[src/rtl/gate_cond_pkg.sv]
package gate_cond_pkg;

   // One leg's pair of switch requests.
   typedef struct packed {
      logic hi;
      logic lo;
   } leg_pair_t;

endpackage

[src/rtl/cmd_glitch_filter.sv]
module cmd_glitch_filter #(
   parameter int CYC = 14
) (
   input  logic clk,
   input  logic rst,
   input  logic raw,
   output logic filt
);
   localparam int CW = (CYC < 2) ? 1 : $clog2(CYC);

   generate
      if (CYC < 1) begin : g_bad
         $error("cmd_glitch_filter: CYC must be at least 1");
      end
   endgenerate

   logic level_q;

   generate
      if (CYC == 1) begin : g_direct
         always_ff @(posedge clk) begin
            if (rst) level_q <= 1'b0;
            else     level_q <= raw;
         end
      end else begin : g_count
         logic [CW-1:0] run_q;
         always_ff @(posedge clk) begin
            if (rst) begin
               level_q <= 1'b0;
               run_q   <= '0;
            end else if (raw == level_q) begin
               run_q <= '0;
            end else if (run_q == CW'(CYC - 1)) begin
               level_q <= raw;
               run_q   <= '0;
            end else begin
               run_q <= run_q + 1'b1;
            end
         end
      end
   endgenerate

   assign filt = level_q;

   // the filtered level only ever moves to the level the raw input carried
   assert_filter_hold_R2: assert property (@(posedge clk) disable iff (rst)
      (!$past(rst) && (filt != $past(filt))) |-> ($past(raw) == filt));

endmodule

[src/rtl/leg_guard.sv]
module leg_guard
   import gate_cond_pkg::*;
#(
   parameter int DEAD_CYC = 35
) (
   input  logic      clk,
   input  logic      rst,
   input  logic      allow,
   input  logic      uv_block,
   input  leg_pair_t want,
   output leg_pair_t drive
);
   localparam int DW = $clog2(DEAD_CYC);
   localparam logic [DW-1:0] GAP_LAST = DW'(DEAD_CYC - 1);

   generate
      if (DEAD_CYC < 2) begin : g_bad
         $error("leg_guard: DEAD_CYC must be at least 2");
      end
   endgenerate

   logic          hi_q, lo_q;
   logic [DW-1:0] gap_q;
   logic          req_hi, req_lo, gap_ok;

   always_comb begin
      req_hi = want.hi & ~want.lo & allow & ~uv_block;
      req_lo = want.lo & ~want.hi & allow;
      gap_ok = (gap_q == GAP_LAST) & ~hi_q & ~lo_q;
   end

   always_ff @(posedge clk) begin
      if (rst) begin
         hi_q  <= 1'b0;
         lo_q  <= 1'b0;
         gap_q <= '0;
      end else begin
         hi_q <= req_hi & (hi_q | gap_ok);
         lo_q <= req_lo & (lo_q | gap_ok);
         if (!allow || hi_q || lo_q)  gap_q <= '0;
         else if (gap_q != GAP_LAST)  gap_q <= gap_q + 1'b1;
      end
   end

   assign drive.hi = hi_q;
   assign drive.lo = lo_q;

   // Independent both-off run length, used only by the deadtime check.
   localparam int RW = $clog2(DEAD_CYC + 1);
   logic [RW-1:0] off_run;
   always_ff @(posedge clk) begin
      if (rst || hi_q || lo_q)           off_run <= '0;
      else if (off_run != RW'(DEAD_CYC)) off_run <= off_run + 1'b1;
   end

   assert_no_overlap_R3: assert property (@(posedge clk) disable iff (rst)
      !(drive.hi && drive.lo));

   assert_gap_before_on_R4: assert property (@(posedge clk) disable iff (rst)
      ($rose(drive.hi) || $rose(drive.lo)) |-> (off_run >= RW'(DEAD_CYC)));

   assert_blocked_off_R5: assert property (@(posedge clk) disable iff (rst)
      !allow |=> (!drive.hi && !drive.lo));

   assert_uv_blocks_hi_R7: assert property (@(posedge clk) disable iff (rst)
      uv_block |=> !drive.hi);

endmodule

[src/rtl/bridge_gate_cond.sv]
module bridge_gate_cond
   import gate_cond_pkg::*;
#(
   parameter int PHASES   = 3,
   parameter int FILT_CYC = 14,
   parameter int DEAD_CYC = 35
) (
   input  logic              clk,
   input  logic              rst,
   input  logic [PHASES-1:0] cmd_hi,
   input  logic [PHASES-1:0] cmd_lo,
   input  logic              enable,
   input  logic              fault_off,
   input  logic [PHASES-1:0] uv_hi,
   output logic [PHASES-1:0] gate_hi,
   output logic [PHASES-1:0] gate_lo
);
   generate
      if (PHASES < 1) begin : g_bad
         $error("bridge_gate_cond: PHASES must be at least 1");
      end
   endgenerate

   logic allow;
   assign allow = enable & ~fault_off;

   generate
      for (genvar p = 0; p < PHASES; p++) begin : g_leg
         leg_pair_t clean, outs;

         cmd_glitch_filter #(.CYC(FILT_CYC)) i_filt_hi (
            .clk (clk), .rst (rst), .raw (cmd_hi[p]), .filt (clean.hi)
         );
         cmd_glitch_filter #(.CYC(FILT_CYC)) i_filt_lo (
            .clk (clk), .rst (rst), .raw (cmd_lo[p]), .filt (clean.lo)
         );
         leg_guard #(.DEAD_CYC(DEAD_CYC)) i_guard (
            .clk      (clk),
            .rst      (rst),
            .allow    (allow),
            .uv_block (uv_hi[p]),
            .want     (clean),
            .drive    (outs)
         );

         assign gate_hi[p] = outs.hi;
         assign gate_lo[p] = outs.lo;
      end
   endgenerate

   assert_fault_off_R6: assert property (@(posedge clk) disable iff (rst)
      fault_off |=> (gate_hi == '0 && gate_lo == '0));

   assert_reset_off_R8: assert property (@(posedge clk)
      rst |=> (gate_hi == '0 && gate_lo == '0));

endmodule

[config.mk]
export PLATFORM = sky130hd
export DESIGN_NAME = bridge_gate_cond
export DESIGN_NICKNAME = d
export VERILOG_FILES = /design/src/rtl/gate_cond_pkg.sv /design/src/rtl/cmd_glitch_filter.sv /design/src/rtl/leg_guard.sv /design/src/rtl/bridge_gate_cond.sv
export SDC_FILE = /design/constraint.sdc
export NUM_CORES = 1
export LEC_CHECK = 0
export ABC_AREA = 1
export BUFFER_PORTS_ARGS = -buffer_cell sky130_fd_sc_hd__buf_2
export CORE_MARGIN = 3
export CORE_UTILIZATION = 23
export CTS_BUF_LIST = sky130_fd_sc_hd__clkbuf_8 sky130_fd_sc_hd__clkbuf_16
export DETAILED_ROUTE_END_ITERATION = 16
export MAX_ROUTING_LAYER = met4
export PLACE_DENSITY = 0.35
export SLEW_MARGIN = 10
export SYNTH_ARGS = -nofsm -noshare
export SYNTH_HDL_FRONTEND = slang
export SYNTH_HIERARCHICAL = 1
export SYNTH_SLANG_ARGS = --single-unit
export TNS_END_PERCENT = 10
[constraint.sdc]
create_clock -name clk -period 1.1 [get_ports clk]
set_clock_uncertainty 0.2 [all_clocks]
set_input_delay 0.055 -clock clk [delete_from_list [all_inputs] [get_ports clk]]
set_output_delay 0.055 -clock clk [all_outputs]
set_load 0.005 [all_outputs]
After elaboration in Yosys (flattened, before gate mapping)
Index checks and enable logic that the tools add are counted.

storage, ports and cells
  register bits after elaboration = 54
  input bits = 13

cells by class
  $add $sub $neg = 9
  equal/unequal tests = 18
  bitwise logic cells = 56
  reduce and logical (&&, ||, !) cells = 22

operators by type and width
  kind                 count
  $and 1x1->1          28
  $add 4x1->4 const B  6
  $eq 4x4->1 const B   6
  $not 1->1            22
  $add 6x1->6 const B  3
  $eq 6x6->1 const B   3
  $ne 6x6->1 const B   3
  $reduce_or 3->1      6
  $reduce_and 2->1     6
  $eq 1x1->1           6
  $logic_or 1x1->1     6
  $or 1x1->1           6
  $reduce_or 2->1      3
  $logic_not 1->1      1

Depth between registers and ports, before layout
Gate-level depths: netlist (run 1).

  word-level depth = 6
  depth in mapped cells = 8

By module
The synthesis (run 1) kept the hierarchy.

modules (own cells, without submodules)
  module             times used  cells an instance  area an instance (um2)  seq. area each (um2)
  cmd_glitch_filter  6           29                 229.0                   100.1
  leg_guard          3           60                 445.4                   160.2
  bridge_gate_cond   1           2                  10.0                    0.0

Worst setup path before layout (run 1)
No wires, ideal clock.

  kind = register to register
  start point = reg g_leg[0].i_guard.gap_q[0]
  end point = reg g_leg[0].i_guard.gap_q[0]
  library setup time = 0.113 ns
  arrival time = 0.896 ns
  required time = 0.787 ns
  path slack = -0.109 ns
  stages on the path, launching flop included = 7
  path buffers = 0
  period minus slack after synthesis = 1.209 ns
  path through = dfxtp_1 inv_2 ha_1 nand2_2 nor2_4 nor2_1 nor2_1

on the way
  word-level cells in the longest chain between the ends = 1
  elaborated cells on any way between the ends = 2

RTL lines
  item                                              RTL line         RTL
  from (decl)                                       leg_guard.sv:23  logic [DW-1:0] gap_q;
  from (signal assigned)                            leg_guard.sv:41  else if (gap_q != GAP_LAST) gap_q <= gap_q + 1'b1;
  $add 6x1->6 / $ne 6x6->1 (equally long branches)  leg_guard.sv:41

Several ways; a longest one is shown, not always the timed one.
A chain may end at the register's enable or synchronous reset.

Worst setup path after layout (run 1)
  start point = reg g_leg[1].i_filt_lo.g_count.run_q[0]
  end point = reg g_leg[1].i_filt_lo.g_count.run_q[2]

on the way
  word-level cells in the longest chain between the ends = 2
  elaborated cells on any way between the ends = 3

RTL lines
  item                                                 RTL line                 RTL
  from (decl)                                          cmd_glitch_filter.sv:26  logic [CW-1:0] run_q;
  from (signal assigned)                               cmd_glitch_filter.sv:37  run_q <= run_q + 1'b1;
  branches (longest 2 deep; another with $add 4x1->4)  n/a

Several ways; the timed one is not identified.

==> results of run 1 <==
-- power by group through the flow --
stage               Clock [mW]  Sequential [mW]  Combinational [mW]
finish                    1.79             2.00               0.285
global route              1.97             2.01               0.325
CTS                       1.90             2.00               0.272
detailed placement           0             2.05               0.232
global placement             0             2.05               0.233
floorplan                    0             2.05               0.101
-- routing by layer --
metal  wire length (um)  GRT usage  vias to the layer above  share of wire
li1                   -          -                     1243              -
met1               2490      0.106                     1016           0.47
met2               2590      0.153                       19           0.48
met4                 99     0.0376                        0          0.019
met3                165     0.0221                        8          0.031
met5                  0          -                        -              0
-- worst paths after layout --
check | depth (start not counted) | slack [ns] | endpoint | from
min reg2reg | 1 | 0.22 | g_leg[1].i_filt_lo/g_count.run_q[0] | g_leg[1].i_filt_lo/g_count.run_q[0]
min | 6 | -0.07 | g_leg[1].i_guard/hi_q | fault_off
max reg2reg | 4 | -0.05 | g_leg[1].i_filt_lo/g_count.run_q[2] | g_leg[1].i_filt_lo/g_count.run_q[0]
max | 4 | -0.05 | g_leg[1].i_filt_lo/g_count.run_q[2] | g_leg[1].i_filt_lo/g_count.run_q[0]
-- kinds of logic (layout without fill, tap and decap cells) --
| group | after synthesis | after routing | synth area share |
|---|---|---|---|
| AND/OR/NAND/NOR | 193 | 193 | 0.354 |
| AO/OA/AOI/OAI | 9 | 9 | 0.0166 |
| XOR/XNOR | 15 | 15 | 0.0483 |
| buffers and inverters | 67 | 138 | 0.101 |
| adder cells (fa/ha/maj) | 18 | 18 | 0.0828 |
| flip-flops | 54 | 54 | 0.397 |
-- state kept, by name (all words and copies together) (netlist names) --
signal	flops
g_leg.i_filt_hi/filt	3
g_leg.i_filt_hi/g_count.run_q	12
g_leg.i_filt_lo/filt	3
g_leg.i_filt_lo/g_count.run_q	12
g_leg.i_guard/gap_q	18
g_leg.i_guard/hi_q	3
g_leg.i_guard/lo_q	3
-- per-stage QoR --
stage | instances | hold slack (ns) | total power [mW]
floorplan | 356 | -0.0101 | 2.15
global placement | 550 | 0.113 | 2.28
detailed placement | 550 | 0.110 | 2.28
CTS | 568 | -0.0804 | 4.17
global route | 570 | -0.0543 | 4.30
finish | 570 | -0.0695 | 4.08
-- worst min-delay path, cell delays in order --
cell and delay [ns]:
buf_2 0.09, nor2_2 0.05, inv_1 0.06, nor2_2 0.05, nand2_1 0.06, a21oi_1 0.04
-- cells in the final DEF (no fill, tap or decap), drive strengths merged --
master	instances
clkbuf	5
nor2	82
nor3	6
a21oi	9
dfxtp	54
nand3	33
nand4	18
clkinv	2
xor2	6
inv	61
xnor2	9
bufinv	1
ha	18
dlygate4sd3	9
nand2	54
buf	60
-- layout make-up --
cell class              instances  area [um2]
clock buffers                   5         125
multi-input cells             235        1570
fillers                      1226        7660
well taps                     143         179
clock inverters                 3        40.0
inverters                      61         234
repair buffers                 69         524
flip-flops and latches         54        1130
-- what timing repair did --
item,4_1_cts,5_1_grt
gates resized for setup,35,37
pin swaps,10,10
endpoints found under the hold margin,36,7
endpoints found under the setup margin,50,54
setup buffers,1,2
hold buffers,9,1
==> results.sh, run 1 <==
export IMPL_insertedDiodeCount=0
export IMPL_ys_seq_area_frac=0.397
export IMPL_final_area_mm2=0.00380
export IMPL_cp_slowest_cell="dfxtp_2"
export IMPL_yosysTopAreaCell="dfxtp_1"
export IMPL_max_stage_delay_ns=0.33
export IMPL_core_area_mm2=0.0115
export IMPL_area_growth_pct=39.9
export IMPL_ys_ff_latch=54
export IMPL_routed_wl_um=5340
export IMPL_worst_slack_ns=-0.0546
export IMPL_synth_common_cells="nor2_1 (69), inv_1 (55), dfxtp_1 (54), nand2_1 (51)"
export IMPL_yosysMostFrequentCell="nor2_1"
export IMPL_cell_internal_pwr_mw=3.19
export IMPL_port_buffers=18
export IMPL_drt_pass1_iter_count=4
export IMPL_ys_types=17
export IMPL_status="complete, but fails checks"
export IMPL_insertion_delay_ns=0.30
export IMPL_p_clk_frac=0.439
export IMPL_cap_violations=0
export IMPL_die_w_um=115
export IMPL_start_util=0.237
export IMPL_num_nets_final=457
export IMPL_grt_first_pass_wirelength_um=9480
export IMPL_fp_dieH_um=115
export IMPL_grt_start_max_net_pins=17
export IMPL_async_flop_share=0
export IMPL_post_place_ws_ns=-0.134
export IMPL_synth_main_ff_cell="dfxtp_1"
export IMPL_synth_edf_count=0
export IMPL_path_cells="buf_4 > ha_1 > xnor2_1 > nor2_1"
export IMPL_clock_sinks=54
export IMPL_layout_drive_gt1_share=0.375
export IMPL_hpwlAfterDp_um=4110
export IMPL_hold_class="in -> reg"
export IMPL_rsz0062_at_grt="true"
export IMPL_hold_viol=9
export IMPL_gp_congestion=0.758
export IMPL_fp_row_count=39
export IMPL_avgRoutedWirePerCell_um=9.37
export IMPL_synth_warnings=6
export IMPL_clockBufferDepth=2
export IMPL_holdWs_ns=-0.0695
export IMPL_endpoint_kind="flop"
export IMPL_startpoint_type="flop"
export IMPL_setup_tns_ns=-0.627
export IMPL_htreeDepth=2
export IMPL_post_route_util=0.332
export IMPL_drt_iter0_drc=48
export IMPL_powerDensity_mw_per_mm2=1070
export IMPL_cts_root_buf="clkbuf_16"
export IMPL_comb_power_share=0.070
export IMPL_slew_headroom=0.858
export IMPL_clk_pin_slew_ns=0.07
export IMPL_finalSetupViolations=35
export IMPL_seq_power_share=0.491
export IMPL_crit_buf_inv=1
export IMPL_placed_area_mm2=0.00329
export IMPL_grt_pass1_vias=2245
export IMPL_fin_crit_ns=1.15
export IMPL_synth_area_mm2=0.00272
export IMPL_grt_total_usage=0.0917
export IMPL_crit_fanout=3
export IMPL_switchingPower_mw=0.888
export IMPL_total_leakage_power_nw=1.51
export IMPL_numCtsBuffers=5
export IMPL_worst_slew_pin_slew_ns=0.212
export IMPL_syn_num_nets=387
export IMPL_synthCells=356
export IMPL_vias=2286
export IMPL_synth_avg_cell_area_um2=7.64
export IMPL_fmaxAchievable_mhz=866
export IMPL_drc_errors=0
export IMPL_path_class="reg -> reg"
export IMPL_critPathRequiredTime_ns=1.09
export IMPL_drtAntennaViolNets=0
export IMPL_via_per_inst=4.01
export IMPL_cp_arrival_ns=1.15
export IMPL_p_sw_frac=0.218
export IMPL_dieArea_mm2=0.0132
export IMPL_synth_area_leaders="dfxtp_1 (40%), nor2_1 (9.5%), ha_1 (8.3%)"
export IMPL_vdd_drop_max_mv=0.576
export IMPL_cts_tree="done"
export IMPL_violations="negative hold slack, negative setup slack"
export IMPL_overflow=0
export IMPL_synth_top_area_share=0.397
export IMPL_drv_slew=0
export IMPL_cpLargestDelayFamily="flip-flops"
export IMPL_boundaryPins=19
export IMPL_antenna_found_initial=0
export IMPL_period_share=1.05
Power figures use the tool's default switching activity.
==> inputs of run 2 (changes only) <==
--- a/config.mk
+++ b/config.mk
@@ -10,6 +10,7 @@
 export CORE_MARGIN = 3
 export CORE_UTILIZATION = 23
 export CTS_BUF_LIST = sky130_fd_sc_hd__clkbuf_8 sky130_fd_sc_hd__clkbuf_16
+export CTS_CLUSTER_SIZE = 28
 export DETAILED_ROUTE_END_ITERATION = 16
 export MAX_ROUTING_LAYER = met4
 export PLACE_DENSITY = 0.35
==> constraint.sdc (replaced) <==
create_clock -name clk -period 1.1 [get_ports clk]
set_clock_uncertainty 0.2 [all_clocks]
set_input_delay 0.055 -clock clk [delete_from_list [all_inputs] [get_ports clk]]
set_output_delay 0.055 -clock clk [all_outputs]
set_load 0.1 [all_outputs]
==> run 2 against run 1 <==
  * The run still ends with negative hold slack, negative setup slack left
  * Largest power group unchanged
  * Cell area grew 4.8%
  * Global-route usage grew 0.38 points
  * Sequential power about the same
==> results.sh, run 2 (same netlist as run 1, synthesis figures left out) <==
export IMPL_hold_viol=7
export IMPL_avgRoutedWirePerCell_um=9.67
export IMPL_period_share=1.05
export IMPL_worst_slew_pin_slew_ns=0.241
export IMPL_clockBufferDepth=2
export IMPL_hold_class="in -> reg"
export IMPL_placed_area_mm2=0.00338
export IMPL_regArea_mm2=0.00114
export IMPL_drv_slew=0
export IMPL_fillers=1211
export IMPL_status="complete, but fails checks"
export IMPL_routed_wl_um=5510
export IMPL_final_area_mm2=0.00399
export IMPL_dpl_cell_count=551
export IMPL_layout_commonest_cell="nor2_1"
export IMPL_startpoint_type="flop"
export IMPL_cts_tree="done"
export IMPL_grt_total_usage=0.0955
export IMPL_overflow=0
export IMPL_path_class="reg -> reg"
export IMPL_switchingPower_mw=0.867
export IMPL_post_cts_buffers=0
export IMPL_boundaryPins=19
export IMPL_antenna_found_initial=0
export IMPL_violations="negative hold slack, negative setup slack"
export IMPL_core_area_mm2=0.0115
export IMPL_layout_top_registers="g_leg.i_guard/gap_q (18), g_leg.i_filt_hi/g_count.run_q (12), g_leg.i_filt_lo/g_count.run_q (12)"
export IMPL_rsz0062_at_grt="true"
export IMPL_start_util=0.237
export IMPL_dieArea_mm2=0.0132
export IMPL_seq_power_share=0.498
export IMPL_fmaxAchievable_mhz=867
export IMPL_die_w_um=115
export IMPL_grt_first_pass_wirelength_um=9940
export IMPL_htreeDepth=2
export IMPL_finalSetupViolations=37
export IMPL_p_sw_frac=0.216
export IMPL_layout_drive_gt1_share=0.400
export IMPL_vdd_drop_max_mv=0.569
export IMPL_grt_start_max_net_pins=16
export IMPL_p_clk_frac=0.431
export IMPL_insertion_delay_ns=0.29
export IMPL_fin_crit_ns=1.15
export IMPL_r2r_cells=6
export IMPL_reg2reg_slack_ns=-0.05
export IMPL_top_register="g_leg.i_guard/gap_q"
export IMPL_drt_iter0_drc=39
export IMPL_timing_rr_end="g_leg[0].i_guard/gap_q[1]"
export IMPL_gp_congestion=0.751
export IMPL_total_leakage_power_nw=1.56
export IMPL_hpwlAfterDp_um=4030
export IMPL_slew_headroom=0.839
export IMPL_num_nets_final=457
export IMPL_largest_register_ffs=18
export IMPL_multi_input_area_mm2=0.00162
export IMPL_crit_start="g_leg[0].i_guard/gap_q[0]"
export IMPL_insertedDiodeCount=0
export IMPL_numCtsBuffers=5
export IMPL_comb_power_share=0.071
export IMPL_vias=2278
export IMPL_grt_pass1_vias=2274
export IMPL_crit_fanout=5
export IMPL_fp_row_count=39
export IMPL_clock_sinks=54
export IMPL_port_buffers=18
export IMPL_critical_path_endpoint="g_leg[0].i_guard/gap_q[1]"
export IMPL_cell_internal_pwr_mw=3.15
export IMPL_fin_cells=570
export IMPL_critPathRequiredTime_ns=1.12
export IMPL_cts_root_buf="clkbuf_16"
export IMPL_drtAntennaViolNets=0
export IMPL_r2r_start="g_leg[0].i_guard/gap_q[0]"
export IMPL_drc_errors=0
export IMPL_powerDensity_mw_per_mm2=1010
export IMPL_final_cell_mix="nor2_1 (58), inv_1 (51), nand2_1 (49), buf_4 (30), dfxtp_2 (24)"
export IMPL_fp_dieH_um=115
export IMPL_area_growth_pct=46.6
export IMPL_cp_arrival_ns=1.18
export IMPL_drt_pass1_iter_count=4
export IMPL_setup_tns_ns=-1.01
export IMPL_endpoint_kind="flop"
export IMPL_clk_pin_slew_ns=0.07
export IMPL_holdWs_ns=-0.0634
export IMPL_cap_violations=0
export IMPL_via_per_inst=4.00
export IMPL_worst_slack_ns=-0.0531
## run 2: routing by layer
metal,GRT usage,vias up,share of wire
met3,0.0237,5,0.029
met1,0.115,1014,0.47
met5,-,-,0
met2,0.157,17,0.49
li1,-,1242,-
met4,0.0305,0,0.012
## run 2: what timing repair did
action,CTS,global route
pin swaps,13,16
gates resized for setup,53,46
endpoints found under the setup margin,56,60
hold buffers,10,2
hold endpoints to repair,36,8
## run 2: power by group through the flow
stage                     logic [mW]  clock network [mW]  registers [mW]
after floorplan                0.101                   0            2.05
after detailed placement       0.227                   0            2.05
after CTS                      0.267                1.85            2.00
final                          0.284                1.73            2.00
after global placement         0.226                   0            2.05
after global routing           0.327                1.90            2.01
## run 2: cell type report
cell class                      instances  share of cell area
Multi-Input combinational cell        235               0.407
Clock buffer                            8              0.0417
Timing Repair Buffer                   69               0.161
Tap cell                              143              0.0449
Inverter                               61              0.0587
Sequential cell                        54               0.287
## run 2: how the worst min path moves through the flow
stage                          from                       to  cells after the start
final                     fault_off    g_leg[1].i_guard/lo_q                      6
after global placement    cmd_hi[0]  g_leg[0].i_filt_hi/filt                      3
after global routing      fault_off    g_leg[1].i_guard/hi_q                      6
after detailed placement  cmd_hi[0]  g_leg[0].i_filt_hi/filt                      3
after CTS                 fault_off    g_leg[1].i_guard/hi_q                      6
after floorplan           cmd_hi[0]  g_leg[0].i_filt_hi/filt                      2
## run 2: worst max-delay path, stage by stage, from the launching register on
cell,delay (ns)
dfxtp_4,0.36
inv_2,0.07
ha_4,0.15
nand2_2,0.07
nor2_4,0.11
nor2_1,0.05
nor2_1,0.08
## run 2: metrics by stage
| step | worst slack [ns] | hold slack, ns | total power [mW] | util |
|---|---|---|---|---|
| 2_1_floorplan | -0.0368 | -0.0101 | 2.15 | - |
| 3_3_place_gp | -0.126 | 0.113 | 2.28 | 0.295 |
| 3_5_place_dp | -0.137 | 0.112 | 2.28 | 0.295 |
| 4_1_cts | -0.0698 | -0.0847 | 4.12 | 0.334 |
| 5_1_grt | -0.134 | -0.0230 | 4.23 | 0.348 |
| 6_report | -0.0531 | -0.0634 | 4.02 | 0.348 |
==> inputs of run 3 (changes only) <==
--- a/config.mk
+++ b/config.mk
@@ -12,6 +12,7 @@
 export CTS_BUF_LIST = sky130_fd_sc_hd__clkbuf_8 sky130_fd_sc_hd__clkbuf_16
 export CTS_CLUSTER_SIZE = 28
 export DETAILED_ROUTE_END_ITERATION = 16
+export HOLD_SLACK_MARGIN = 0.1
 export MAX_ROUTING_LAYER = met4
 export PLACE_DENSITY = 0.35
 export SLEW_MARGIN = 10
==> run 3 against run 2 <==
  * Final cell count fell by 0.18%
  * Setup slack barely moved
  * Critical path depth did not move
  * The flow still finishes with violations (negative hold slack, negative setup slack)
  * Sequential share of layout area rose by 0.072 points
  * Total power barely moved
  * Non-clock buffer count fell by 1
  * Flip-flop and latch count did not move
  * Register-to-register slack barely moved
  * First-iteration DRC count did not move
  * Largest cell class unchanged
  * Clock power barely moved
  * Combinational power barely moved
  * Global-route usage barely moved
==> results.sh, run 3 (same netlist as run 1, synthesis figures left out) <==
export IMPL_status="complete, but fails checks"
export IMPL_violations="negative hold slack, negative setup slack"
export IMPL_drv_slew=0
export IMPL_avgRoutedWirePerCell_um=9.64
export IMPL_final_cell_mix="nor2_1 (58), inv_1 (51), nand2_1 (49), buf_4 (30), dfxtp_2 (24)"
export IMPL_fin_crit_ns=1.15
export IMPL_grt_start_max_net_pins=16
export IMPL_endpoint_kind="flop"
export IMPL_clock_sinks=54
export IMPL_fillers=1211
export IMPL_fp_dieH_um=115
export IMPL_holdWs_ns=-0.0733
export IMPL_final_area_mm2=0.00398
export IMPL_hold_viol=8
export IMPL_drt_iter0_drc=39
export IMPL_gp_congestion=0.751
export IMPL_layout_commonest_cell="nor2_1"
export IMPL_slew_headroom=0.834
export IMPL_antenna_found_initial=0
export IMPL_post_place_ws_ns=-0.137
export IMPL_overflow=0
export IMPL_boundaryPins=19
export IMPL_area_growth_pct=46.3
export IMPL_critPathRequiredTime_ns=1.12
export IMPL_cts_root_buf="clkbuf_16"
export IMPL_layout_drive_gt1_share=0.401
export IMPL_vias=2268
export IMPL_hpwlAfterDp_um=4030
export IMPL_largest_register_ffs=18
export IMPL_fin_cells=569
export IMPL_hold_class="in -> reg"
export IMPL_cap_violations=0
export IMPL_vdd_drop_max_mv=0.570
export IMPL_numCtsBuffers=5
export IMPL_start_util=0.237
export IMPL_setup_tns_ns=-1.03
export IMPL_total_leakage_power_nw=1.55
export IMPL_drc_errors=0
export IMPL_htreeDepth=2
export IMPL_worst_slew_pin_slew_ns=0.249
export IMPL_dieArea_mm2=0.0132
export IMPL_drtAntennaViolNets=0
export IMPL_fp_row_count=39
export IMPL_num_nets_final=456
export IMPL_cp_arrival_ns=1.18
export IMPL_placed_area_mm2=0.00338
export IMPL_routed_wl_um=5490
export IMPL_port_buffers=18
export IMPL_period_share=1.05
export IMPL_clk_pin_slew_ns=0.07
export IMPL_top_register="g_leg.i_guard/gap_q"
export IMPL_clockBufferDepth=2
export IMPL_drt_pass1_iter_count=4
export IMPL_p_total_mw=4.02
export IMPL_core_area_mm2=0.0115
export IMPL_layout_top_registers="g_leg.i_guard/gap_q (18), g_leg.i_filt_hi/g_count.run_q (12), g_leg.i_filt_lo/g_count.run_q (12)"
export IMPL_post_cts_buffers=0
export IMPL_grt_pass1_vias=2279
export IMPL_finalSetupViolations=38
export IMPL_dpl_cell_count=551
export IMPL_grt_total_usage=0.0950
export IMPL_fmaxAchievable_mhz=867
export IMPL_worst_slack_ns=-0.0528
export IMPL_cts_tree="done"
export IMPL_via_per_inst=3.99
export IMPL_path_class="reg -> reg"
export IMPL_rsz0062_at_grt="true"
export IMPL_insertedDiodeCount=0
export IMPL_startpoint_type="flop"
export IMPL_powerDensity_mw_per_mm2=1010
export IMPL_die_w_um=115
export IMPL_grt_first_pass_wirelength_um=9910
export IMPL_crit_fanout=5
export IMPL_insertion_delay_ns=0.29
run 3: timing repair:
| action | CTS | global route |
|---|---|---|
| resized for setup | 53 | 46 |
| endpoints found under the setup margin | 56 | 60 |
| pin swaps | 13 | 16 |
| endpoints found under the hold margin | 49 | 26 |
| gates cloned | 0 | 0 |
| hold buffers | 10 | 1 |
run 3: worst max-delay path, cell delays in order, from the launching register on:
cell and delay, ns:
dfxtp_4 0.36, inv_2 0.07, ha_4 0.15, nand2_2 0.07
nor2_4 0.11, nor2_1 0.05, nor2_1 0.08
run 3: cell type report:
| class | count | area [um2] | share of cell area |
|---|---|---|---|
| inverters | 61 | 234 | 0.0588 |
| clock buffers | 8 | 166 | 0.0418 |
| repair buffers | 68 | 631 | 0.158 |
| multi-input cells | 235 | 1620 | 0.408 |
| flip-flops and latches | 54 | 1140 | 0.288 |
| well taps | 143 | 179 | 0.0450 |
run 3: through the flow:
step	hold WS, ns	util
detailed placement	0.112	0.295
global placement	0.113	0.295
floorplan	-0.0101	-
CTS	-0.0847	0.334
finish	-0.0733	0.347
global route	-0.0662	0.347
run 3: metal layers:
layer,up-vias,global-route usage,part of all wire
met1,1008,0.113,0.47
met4,0,0.0305,0.012
met2,17,0.158,0.49
li1,1238,-,-
met3,5,0.0237,0.029
met5,-,-,0
run 3: path summary, 6_finish.rpt:
kind	cells after the start	endpoint	startpoint	slack, ns
max reg2reg	6	g_leg[0].i_guard/gap_q[1]	g_leg[0].i_guard/gap_q[0]	-0.05
max	6	g_leg[0].i_guard/gap_q[1]	g_leg[0].i_guard/gap_q[0]	-0.05
min reg2reg	1	g_leg[0].i_filt_hi/g_count.run_q[0]	g_leg[0].i_filt_hi/g_count.run_q[0]	0.24
min	4	g_leg[1].i_filt_hi/filt	cmd_hi[1]	-0.07
run 3: power breakdown:
group          switching, mW  total, mW  internal [mW]
Combinational          0.135      0.281          0.146
Clock                  0.703       1.74           1.03
Sequential            0.0312       2.00           1.97
Total                  0.869       4.02           3.15
